[src/rtl/i2c_scl_pkg.sv]
package i2c_scl_pkg;

   typedef enum logic [1:0] {
      PH_IDLE    = 2'd0,
      PH_LOW     = 2'd1,
      PH_WAIT_HI = 2'd2,
      PH_HIGH    = 2'd3
   } scl_phase_e;

   localparam logic [1:0] SPD_STD  = 2'd1;
   localparam logic [1:0] SPD_FAST = 2'd2;
   localparam logic [1:0] SPD_HIGH = 2'd3;

endpackage

[src/rtl/scl_timing_sel.sv]
module scl_timing_sel
   import i2c_scl_pkg::*;
#(
   parameter int CNT_W      = 16,
   parameter int MIN_CNT    = 6,
   parameter bit HS_CAPABLE = 1'b1
) (
   input  logic             clk,
   input  logic             rst_n,
   input  logic             enable,
   input  logic [1:0]       speed_sel,
   input  logic [CNT_W-1:0] std_high_cnt,
   input  logic [CNT_W-1:0] std_low_cnt,
   input  logic [CNT_W-1:0] fast_high_cnt,
   input  logic [CNT_W-1:0] fast_low_cnt,
   input  logic [CNT_W-1:0] hs_high_cnt,
   input  logic [CNT_W-1:0] hs_low_cnt,
   output logic [CNT_W-1:0] hi_cnt,
   output logic [CNT_W-1:0] lo_cnt
);

   localparam logic [CNT_W-1:0] FLOOR = CNT_W'(MIN_CNT);

   logic             hs_ok;
   logic [CNT_W-1:0] pick_hi, pick_lo;
   logic [CNT_W-1:0] clamp_hi, clamp_lo;
   logic [CNT_W-1:0] hi_q, lo_q;

   generate
      if (HS_CAPABLE) begin : g_hs_present
         assign hs_ok = (speed_sel == SPD_HIGH) && (hs_high_cnt != '0) && (hs_low_cnt != '0);
      end else begin : g_hs_absent
         assign hs_ok = 1'b0;
      end
   endgenerate

   always_comb begin
      if (speed_sel == SPD_STD) begin
         pick_hi = std_high_cnt;
         pick_lo = std_low_cnt;
      end else if (hs_ok) begin
         pick_hi = hs_high_cnt;
         pick_lo = hs_low_cnt;
      end else begin
         pick_hi = fast_high_cnt;
         pick_lo = fast_low_cnt;
      end
      clamp_hi = (pick_hi < FLOOR) ? FLOOR : pick_hi;
      clamp_lo = (pick_lo < FLOOR) ? FLOOR : pick_lo;
   end

   always_ff @(posedge clk or negedge rst_n) begin
      if (!rst_n) begin
         hi_q <= FLOOR;
         lo_q <= FLOOR;
      end else if (!enable) begin
         hi_q <= clamp_hi;
         lo_q <= clamp_lo;
      end
   end

   assign hi_cnt = hi_q;
   assign lo_cnt = lo_q;


   clamp_floor_chk: assert property (@(posedge clk) disable iff (!rst_n)
      (hi_q >= FLOOR) && (lo_q >= FLOOR))
      else $error("effective count below floor");


   hold_stable_chk: assert property (@(posedge clk) disable iff (!rst_n)
      enable |=> ($stable(hi_q) && $stable(lo_q)))
      else $error("timing changed while enabled");

endmodule

[src/rtl/scl_line_sync.sv]
module scl_line_sync #(
   parameter int STAGES = 2
) (
   input  logic clk,
   input  logic rst_n,
   input  logic line_i,
   output logic line_o
);

   logic [STAGES-1:0] chain_q;

   generate
      if (STAGES == 1) begin : g_single
         always_ff @(posedge clk or negedge rst_n) begin
            if (!rst_n) chain_q <= '1;
            else        chain_q <= line_i;
         end
      end else begin : g_chain
         always_ff @(posedge clk or negedge rst_n) begin
            if (!rst_n) chain_q <= '1;
            else        chain_q <= {chain_q[STAGES-2:0], line_i};
         end
      end
   endgenerate

   assign line_o = chain_q[STAGES-1];

endmodule

[src/rtl/scl_phase_fsm.sv]
module scl_phase_fsm
   import i2c_scl_pkg::*;
#(
   parameter int CNT_W = 16
) (
   input  logic             clk,
   input  logic             rst_n,
   input  logic             enable,
   input  logic             start_req,
   input  logic             stop_req,
   input  logic             idle_req,
   input  logic             scl_sync,
   input  logic [CNT_W-1:0] hi_cnt,
   input  logic [CNT_W-1:0] lo_cnt,
   output logic             scl_drive_low,
   output logic             fall_stb,
   output logic             mid_low_stb,
   output logic             rise_stb,
   output logic             mid_high_stb
);

   localparam logic [CNT_W-1:0] ONE = CNT_W'(1);

   scl_phase_e       state_q, state_d;
   logic [CNT_W-1:0] cnt_q, cnt_d;
   logic             stop_q, stop_d;
   logic             abort, low_done, high_done, stop_now;

   assign abort     = !enable || idle_req;
   assign low_done  = (cnt_q == lo_cnt - ONE);
   assign high_done = (cnt_q == hi_cnt - ONE);
   assign stop_now  = stop_q || stop_req;

   always_comb begin
      state_d = state_q;
      cnt_d   = cnt_q;
      stop_d  = stop_q || (stop_req && (state_q != PH_IDLE));
      case (state_q)
         PH_IDLE: begin
            cnt_d  = '0;
            stop_d = 1'b0;
            if (start_req) state_d = PH_LOW;
         end
         PH_LOW: begin
            if (low_done) begin
               state_d = PH_WAIT_HI;
               cnt_d   = '0;
            end else begin
               cnt_d = cnt_q + ONE;
            end
         end
         PH_WAIT_HI: begin
            cnt_d = '0;
            if (scl_sync) state_d = PH_HIGH;
         end
         default: begin
            if (high_done) begin
               cnt_d   = '0;
               state_d = stop_now ? PH_IDLE : PH_LOW;
               if (stop_now) stop_d = 1'b0;
            end else begin
               cnt_d = cnt_q + ONE;
            end
         end
      endcase
      if (abort) begin
         state_d = PH_IDLE;
         cnt_d   = '0;
         stop_d  = 1'b0;
      end
   end

   always_ff @(posedge clk or negedge rst_n) begin
      if (!rst_n) begin
         state_q <= PH_IDLE;
         cnt_q   <= '0;
         stop_q  <= 1'b0;
      end else begin
         state_q <= state_d;
         cnt_q   <= cnt_d;
         stop_q  <= stop_d;
      end
   end

   assign scl_drive_low = (state_q == PH_LOW);
   assign fall_stb      = (state_q == PH_LOW)  && (cnt_q == '0);
   assign mid_low_stb   = (state_q == PH_LOW)  && (cnt_q == (lo_cnt >> 1));
   assign rise_stb      = (state_q == PH_HIGH) && (cnt_q == '0);
   assign mid_high_stb  = (state_q == PH_HIGH) && (cnt_q == (hi_cnt >> 1));


   abort_release_chk: assert property (@(posedge clk) disable iff (!rst_n)
      abort |=> !scl_drive_low)
      else $error("SCL still driven after abort");


   start_fall_chk: assert property (@(posedge clk) disable iff (!rst_n)
      (state_q == PH_IDLE && start_req && !abort) |=> (fall_stb && scl_drive_low))
      else $error("start did not pull SCL low");


   stretch_hold_chk: assert property (@(posedge clk) disable iff (!rst_n)
      (state_q == PH_WAIT_HI && !scl_sync && enable && !idle_req) |=> !rise_stb)
      else $error("high phase began while line low");


   low_len_chk: assert property (@(posedge clk) disable iff (!rst_n)
      scl_drive_low |-> (cnt_q < lo_cnt))
      else $error("low phase overran its count");


   stop_end_chk: assert property (@(posedge clk) disable iff (!rst_n)
      (state_q == PH_HIGH && high_done && (stop_req || stop_q)) |=> !scl_drive_low)
      else $error("clocking continued after stop");


   strobe_excl_chk: assert property (@(posedge clk) disable iff (!rst_n)
      $onehot0({fall_stb, mid_low_stb, rise_stb, mid_high_stb}))
      else $error("phase strobes overlap");

endmodule

[src/rtl/i2c_scl_gen.sv]
module i2c_scl_gen #(
   parameter int CNT_W       = 16,
   parameter int MIN_CNT     = 6,
   parameter int SYNC_STAGES = 2,
   parameter bit HS_CAPABLE  = 1'b1
) (
   input  logic             clk,
   input  logic             rst_n,
   input  logic             enable,
   input  logic [1:0]       speed_sel,
   input  logic [CNT_W-1:0] std_high_cnt,
   input  logic [CNT_W-1:0] std_low_cnt,
   input  logic [CNT_W-1:0] fast_high_cnt,
   input  logic [CNT_W-1:0] fast_low_cnt,
   input  logic [CNT_W-1:0] hs_high_cnt,
   input  logic [CNT_W-1:0] hs_low_cnt,
   input  logic             start_req,
   input  logic             stop_req,
   input  logic             idle_req,
   input  logic             scl_in,
   output logic             scl_drive_low,
   output logic             fall_stb,
   output logic             mid_low_stb,
   output logic             rise_stb,
   output logic             mid_high_stb
);

   localparam int FLOOR_BITS = $clog2(MIN_CNT + 1);

   generate
      if (SYNC_STAGES < 1 || SYNC_STAGES >= MIN_CNT) begin : g_bad_sync
         $error("SYNC_STAGES must be at least 1 and below MIN_CNT");
      end
      if (MIN_CNT < 4 || CNT_W < FLOOR_BITS) begin : g_bad_floor
         $error("MIN_CNT must be at least 4 and fit in CNT_W");
      end
   endgenerate

   logic [CNT_W-1:0] hi_eff, lo_eff;
   logic             scl_sync;

   scl_timing_sel #(
      .CNT_W      (CNT_W),
      .MIN_CNT    (MIN_CNT),
      .HS_CAPABLE (HS_CAPABLE)
   ) u_sel (
      .clk           (clk),
      .rst_n         (rst_n),
      .enable        (enable),
      .speed_sel     (speed_sel),
      .std_high_cnt  (std_high_cnt),
      .std_low_cnt   (std_low_cnt),
      .fast_high_cnt (fast_high_cnt),
      .fast_low_cnt  (fast_low_cnt),
      .hs_high_cnt   (hs_high_cnt),
      .hs_low_cnt    (hs_low_cnt),
      .hi_cnt        (hi_eff),
      .lo_cnt        (lo_eff)
   );

   scl_line_sync #(
      .STAGES (SYNC_STAGES)
   ) u_sync (
      .clk    (clk),
      .rst_n  (rst_n),
      .line_i (scl_in),
      .line_o (scl_sync)
   );

   scl_phase_fsm #(
      .CNT_W (CNT_W)
   ) u_fsm (
      .clk           (clk),
      .rst_n         (rst_n),
      .enable        (enable),
      .start_req     (start_req),
      .stop_req      (stop_req),
      .idle_req      (idle_req),
      .scl_sync      (scl_sync),
      .hi_cnt        (hi_eff),
      .lo_cnt        (lo_eff),
      .scl_drive_low (scl_drive_low),
      .fall_stb      (fall_stb),
      .mid_low_stb   (mid_low_stb),
      .rise_stb      (rise_stb),
      .mid_high_stb  (mid_high_stb)
   );

endmodule

[config.mk]
export PLATFORM = sky130hd
export DESIGN_NAME = i2c_scl_gen
export DESIGN_NICKNAME = d
export VERILOG_FILES = /design/src/rtl/i2c_scl_pkg.sv /design/src/rtl/scl_timing_sel.sv /design/src/rtl/scl_line_sync.sv /design/src/rtl/scl_phase_fsm.sv /design/src/rtl/i2c_scl_gen.sv
export SDC_FILE = /design/constraint.sdc
export NUM_CORES = 1
export LEC_CHECK = 0
export ABC_AREA = 1
export BUFFER_PORTS_ARGS = -buffer_cell sky130_fd_sc_hd__buf_2
export CAP_MARGIN = 30
export CELL_PAD_IN_SITES_DETAIL_PLACEMENT = 0
export CELL_PAD_IN_SITES_GLOBAL_PLACEMENT = 2
export CORE_MARGIN = 5
export CORE_UTILIZATION = 29
export DETAILED_ROUTE_END_ITERATION = 10
export HOLD_SLACK_MARGIN = 0.1
export PLACE_DENSITY = 0.86
export SLEW_MARGIN = 20
export SYNTH_ARGS = -nofsm -noshare
export SYNTH_HDL_FRONTEND = slang
export SYNTH_SLANG_ARGS = --single-unit
[constraint.sdc]
create_clock -name clk -period 2.2 [get_ports clk]
set_input_delay 0.11 -clock clk [delete_from_list [all_inputs] [get_ports clk]]
set_output_delay 0.11 -clock clk [all_outputs]
set_load 0.05 [all_outputs]
==> run summary <==
The flow ran to the end, and the final reports show no timing, DRC or antenna violations. Sort of element at the start of the critical path: a flip-flop. On the worst path, the slowest cell contributes a delay of 0.55 ns.

Synthesized area divided by synthesized cell count: 6.11 sq um. For the filler-free cell count of the finished design, the log shows 1231. Counting distinct cell types in the post-synthesis netlist gives 45.

In the synthesized netlist, the cells that appear most often are sky130_fd_sc_hd__nand2_1 (280), sky130_fd_sc_hd__inv_1 (117), sky130_fd_sc_hd__nor2_1 (92), sky130_fd_sc_hd__nand3_1 (67), sky130_fd_sc_hd__dfrtp_1 (47). Of the total power, registers draw 38.1%. The tools report the buffer cell driving the clock tree root as sky130_fd_sc_hd__clkbuf_16. The die span in y came out at 145 um. Synthesis inferred 53 register bits. The synthesized instance count is 868, and the share of final-layout standard cells stronger than drive strength 1 is 26.4%. The area growth from synthesis to layout came out at 27.4%.

The arrival time of the worst setup path is 2.37 ns. The kind of end point of the critical path was a flip-flop. For this run, the post-layout net count is 1114. For the initial antenna violation count, the log shows 0. The final worst clock skew came out at 0.00334 ns. The clock period minus worst slack works out to 2.13 ns. Worst relative slew slack: 68.6%.

TritonCTS built the clock tree. In this run the worst path has a maximum fanout of 4. The via count of the first global-routing pass came out at 5782. For this configuration, the core starts out at a cell density of 29.5%. By area the synthesized netlist is led by sky130_fd_sc_hd__dfrtp_1 (22%), sky130_fd_sc_hd__nand2_1 (20%), sky130_fd_sc_hd__inv_1 (8.3%), sky130_fd_sc_hd__nor2_1 (6.5%), sky130_fd_sc_hd__nand3_1 (6.3%).

The width of the chip works out to 145 um. Setup violations remaining at the end of the flow were counted as 0. Setup repair after global routing could not meet its margin everywhere. The clock net in this run drives a total of 53 sinks. After floorplanning, the core was sized to cover 18000 sq um.

At the pin with the least slew margin, the transition time is 0.470 ns. The placed cell count was 1217. The clock-pin transition on the worst setup and hold timing paths was 0.07 ns. Counting flops with a built-in enable in the synthesized netlist gives 0. Entering global routing, the biggest net connects 42 pins. Net switching is 37.2% of the power. On the critical path, the stage with the largest delay is an instance of sky130_fd_sc_hd__dfstp_2.

The first detailed-routing pass ran for 4 iterations. The count of nets left with antenna violations once routing finished came out at 0. The worst setup path is of the reg -> reg kind. The tools report the combined global-route utilization of all metal layers as 17.1%. The run gives 0.000334 V as the worst IR drop on VDD. The required time at the endpoint of the critical path was 2.44 ns. Counting along the longest clock path gives a buffer depth of 2.

After detailed routing, the number of vias per cell comes to 4.73. The die covers 21100 sq um. The synthesized design spends more area on one cell type than any other, namely sky130_fd_sc_hd__dfrtp_1. The number of hold violations in the final report came out at 0. Number of standard-cell rows in the floorplan: 49. The worst-case hold slack was 0.152 ns. The portion of synthesized cell area occupied by the leading cell type is 22.2%, and the leakage power figure is 3.44 nW. Counting stages on the worst path, the most repeated cell is sky130_fd_sc_hd__nor2_1.

The proportion of register bits with asynchronous set or reset after synthesis is 100%. Clock tree synthesis inserted a total of 5 buffers. The number of antenna diodes in the final layout is 0.

The power per cell area came out at 461 nW/um^2. Synthesized netlist net count: 981. The congestion estimate from routability-driven global placement came to 0.912. Dividing the detail-routed wire length by the instance count gives 15.1 um. The final number of max-transition violations came out at 0. 110 I/O pins were placed. The final critical-path share of the clock period is 97.0%. The synthesized cell area was 5310 sq um; the internal power component was 0.00196 W. Detailed placement ended at an HPWL of 15300 um.

Final routed wirelength across all metal layers: 18600 um. The tightest min-delay check is of the in -> reg type. The violation count after the first detailed-route iteration is 311, and the overall via count from detail_route is 5817. For this run, the top clock speed supported by timing is 469 MHz. The clock network is responsible for 27.1% of the overall power. For the DRC violations left, the log shows 0. The logs give 0 for the warning count from the yosys run and 0 for the global-route congestion overflow total. The dominant synthesized flop cell was sky130_fd_sc_hd__dfrtp_1. The count of input and output buffers came out at 109. Summing all multi-input logic gate instances after layout gives 3510 sq um. The share of total power dissipated in combinational logic is 34.8%.

The first global-routing pass estimated 30100 um of wire. The signal on the critical path passes through inv_2 -> ha_4 -> xnor2_1 -> nor2_1 -> nand3_1 -> nor2_1 -> nand3_1 -> nor2_2 -> nand3_2 -> nand2_2 -> buf_6 -> nand3_4 -> nand2_2 -> nand2_1 -> nor2_1. The most common cell in the synthesized netlist was sky130_fd_sc_hd__nand2_1.

The layout has 1984 filler cells. The logs give 1350 sq um for the total area of sequential cells and 0.00116 W for the total net switching power. The number of violations of the max-capacitance limit is 0, and the H-tree depth reported by CTS is 2. Summing the sequential cell areas from Yosys gives 25.1% of the chip area. For the source-to-sink clock delay at the later pin of the worst-skew pair, the log shows 0.30 ns.
kinds of logic after synthesis:
group / after synthesis / share of synthesized area [%]
buffers and inverters: 161 / 12.4
adders and majority gates: 8 / 1.89
xor gates and xnor gates: 43 / 7.10
AOI/OAI and AO/OA: 67 / 7.31
and+or+nand+nor: 536 / 46.2
DFF: 53 / 25.1
final cells by class:
| type | count | share of cell area (%) |
|---|---|---|
| tap | 229 | 4.24 |
| timing repair buffer | 164 | 14.8 |
| sequential | 53 | 19.9 |
| clock buffer | 6 | 2.05 |
| clock inverter | 2 | 0.204 |
| inverter | 122 | 6.77 |
| multi-input combinational | 655 | 52.0 |
metrics by stage:
step	setup slack, ns	setup TNS, ns	utilization [%]	area, sq um	power [W]
final	0.0661	0	37.6	6760	0.00312
after global routing	-0.125	-1.19	37.6	6760	0.00332
after CTS	0.0106	0	36.7	6590	0.00308
after detailed placement	-0.129	-1.43	35.4	6360	0.00222
after global placement	-0.0652	-0.556	35.4	6360	0.00222
after floorplan	0.0863	0	-	5330	0.00182
power by group through the flow:
stage | clock network [W] | logic [W] | registers, W
2_1_floorplan | 0 | 0.000660 | 0.00116
6_report | 0.000844 | 0.00108 | 0.00119
5_1_grt | 0.000887 | 0.00123 | 0.00120
4_1_cts | 0.000856 | 0.00104 | 0.00118
3_5_place_dp | 0 | 0.00102 | 0.00120
3_3_place_gp | 0 | 0.00102 | 0.00121
layout by cell type, fill, tap and decap left out, types with 6 or more instances in the layout:
| cell | n |
|---|---|
| sky130_fd_sc_hd__nor2_4 | 15 |
| sky130_fd_sc_hd__dfstp_2 | 6 |
| sky130_fd_sc_hd__nor3_2 | 6 |
| sky130_fd_sc_hd__nand3_2 | 6 |
| sky130_fd_sc_hd__buf_2 | 107 |
| sky130_fd_sc_hd__buf_4 | 49 |
| sky130_fd_sc_hd__xor2_1 | 26 |
| sky130_fd_sc_hd__nor2_2 | 17 |
| sky130_fd_sc_hd__xnor2_1 | 17 |
| sky130_fd_sc_hd__nand2_2 | 8 |
| sky130_fd_sc_hd__o22ai_1 | 12 |
| sky130_fd_sc_hd__inv_2 | 8 |
| sky130_fd_sc_hd__nor2_1 | 85 |
| sky130_fd_sc_hd__nand3_1 | 65 |
| sky130_fd_sc_hd__inv_1 | 114 |
| sky130_fd_sc_hd__dfrtp_1 | 37 |
| sky130_fd_sc_hd__a21oi_1 | 9 |
| sky130_fd_sc_hd__o21ai_0 | 34 |
| sky130_fd_sc_hd__dfrtp_2 | 10 |
| sky130_fd_sc_hd__nand2_1 | 276 |
| sky130_fd_sc_hd__nand4_1 | 30 |
path summary, 6_finish.rpt:
check | from | to | slack [ns] | cells past startpoint
worst max-delay path | u_sel.lo_cnt[1] | u_fsm.state_q[1] | 0.07 | 15
worst min-delay path | stop_req | u_fsm.state_q[0] | 0.15 | 4
worst max register to register | u_sel.lo_cnt[1] | u_fsm.state_q[1] | 0.07 | 15
worst min register to register | u_sync.chain_q[0] | u_sync.chain_q[1] | 0.36 | 0
max in group asynchronous | rst_n | u_sel.lo_cnt[2] | 1.35 | 3
min in group asynchronous | rst_n | u_fsm.state_q[1] | 0.17 | 2
routing by layer:
layer / GRT usage (%) / wire length [um]
met1: 24.2 / 9060
met2: 26.8 / 8130
met3: 3.40 / 1100
met4: 3.92 / 302
met5: 0 / 0
sequential cells by signal, summed over array words and instances, names as in the netlist:
signal	cells
u_fsm.cnt_q	16
u_sel.hi_cnt	16
u_sel.lo_cnt	16
u_fsm.stop_q	1
u_sync.chain_q	2
u_fsm.state_q	2
critical path, delay by kind of cell (launching register included):
kind | cells | cell delay [ns]
and+or+nand+nor | 11 | 1.05
DFF | 1 | 0.55
buffers and inverters | 2 | 0.16
xor gates and xnor gates | 1 | 0.12
adders and majority gates | 1 | 0.21
what timing repair did:
action | 4_1_cts | 5_1_grt
setup buffers | 0 | 2
pin swaps | 3 | 19
cloned | 1 | 0
setup endpoints to repair | 20 | 21
hold endpoints to repair | 51 | 0
gates resized for setup | 10 | 41
hold buffers | 3 | 0
Note: power is estimated with default switching activity, not from simulation.
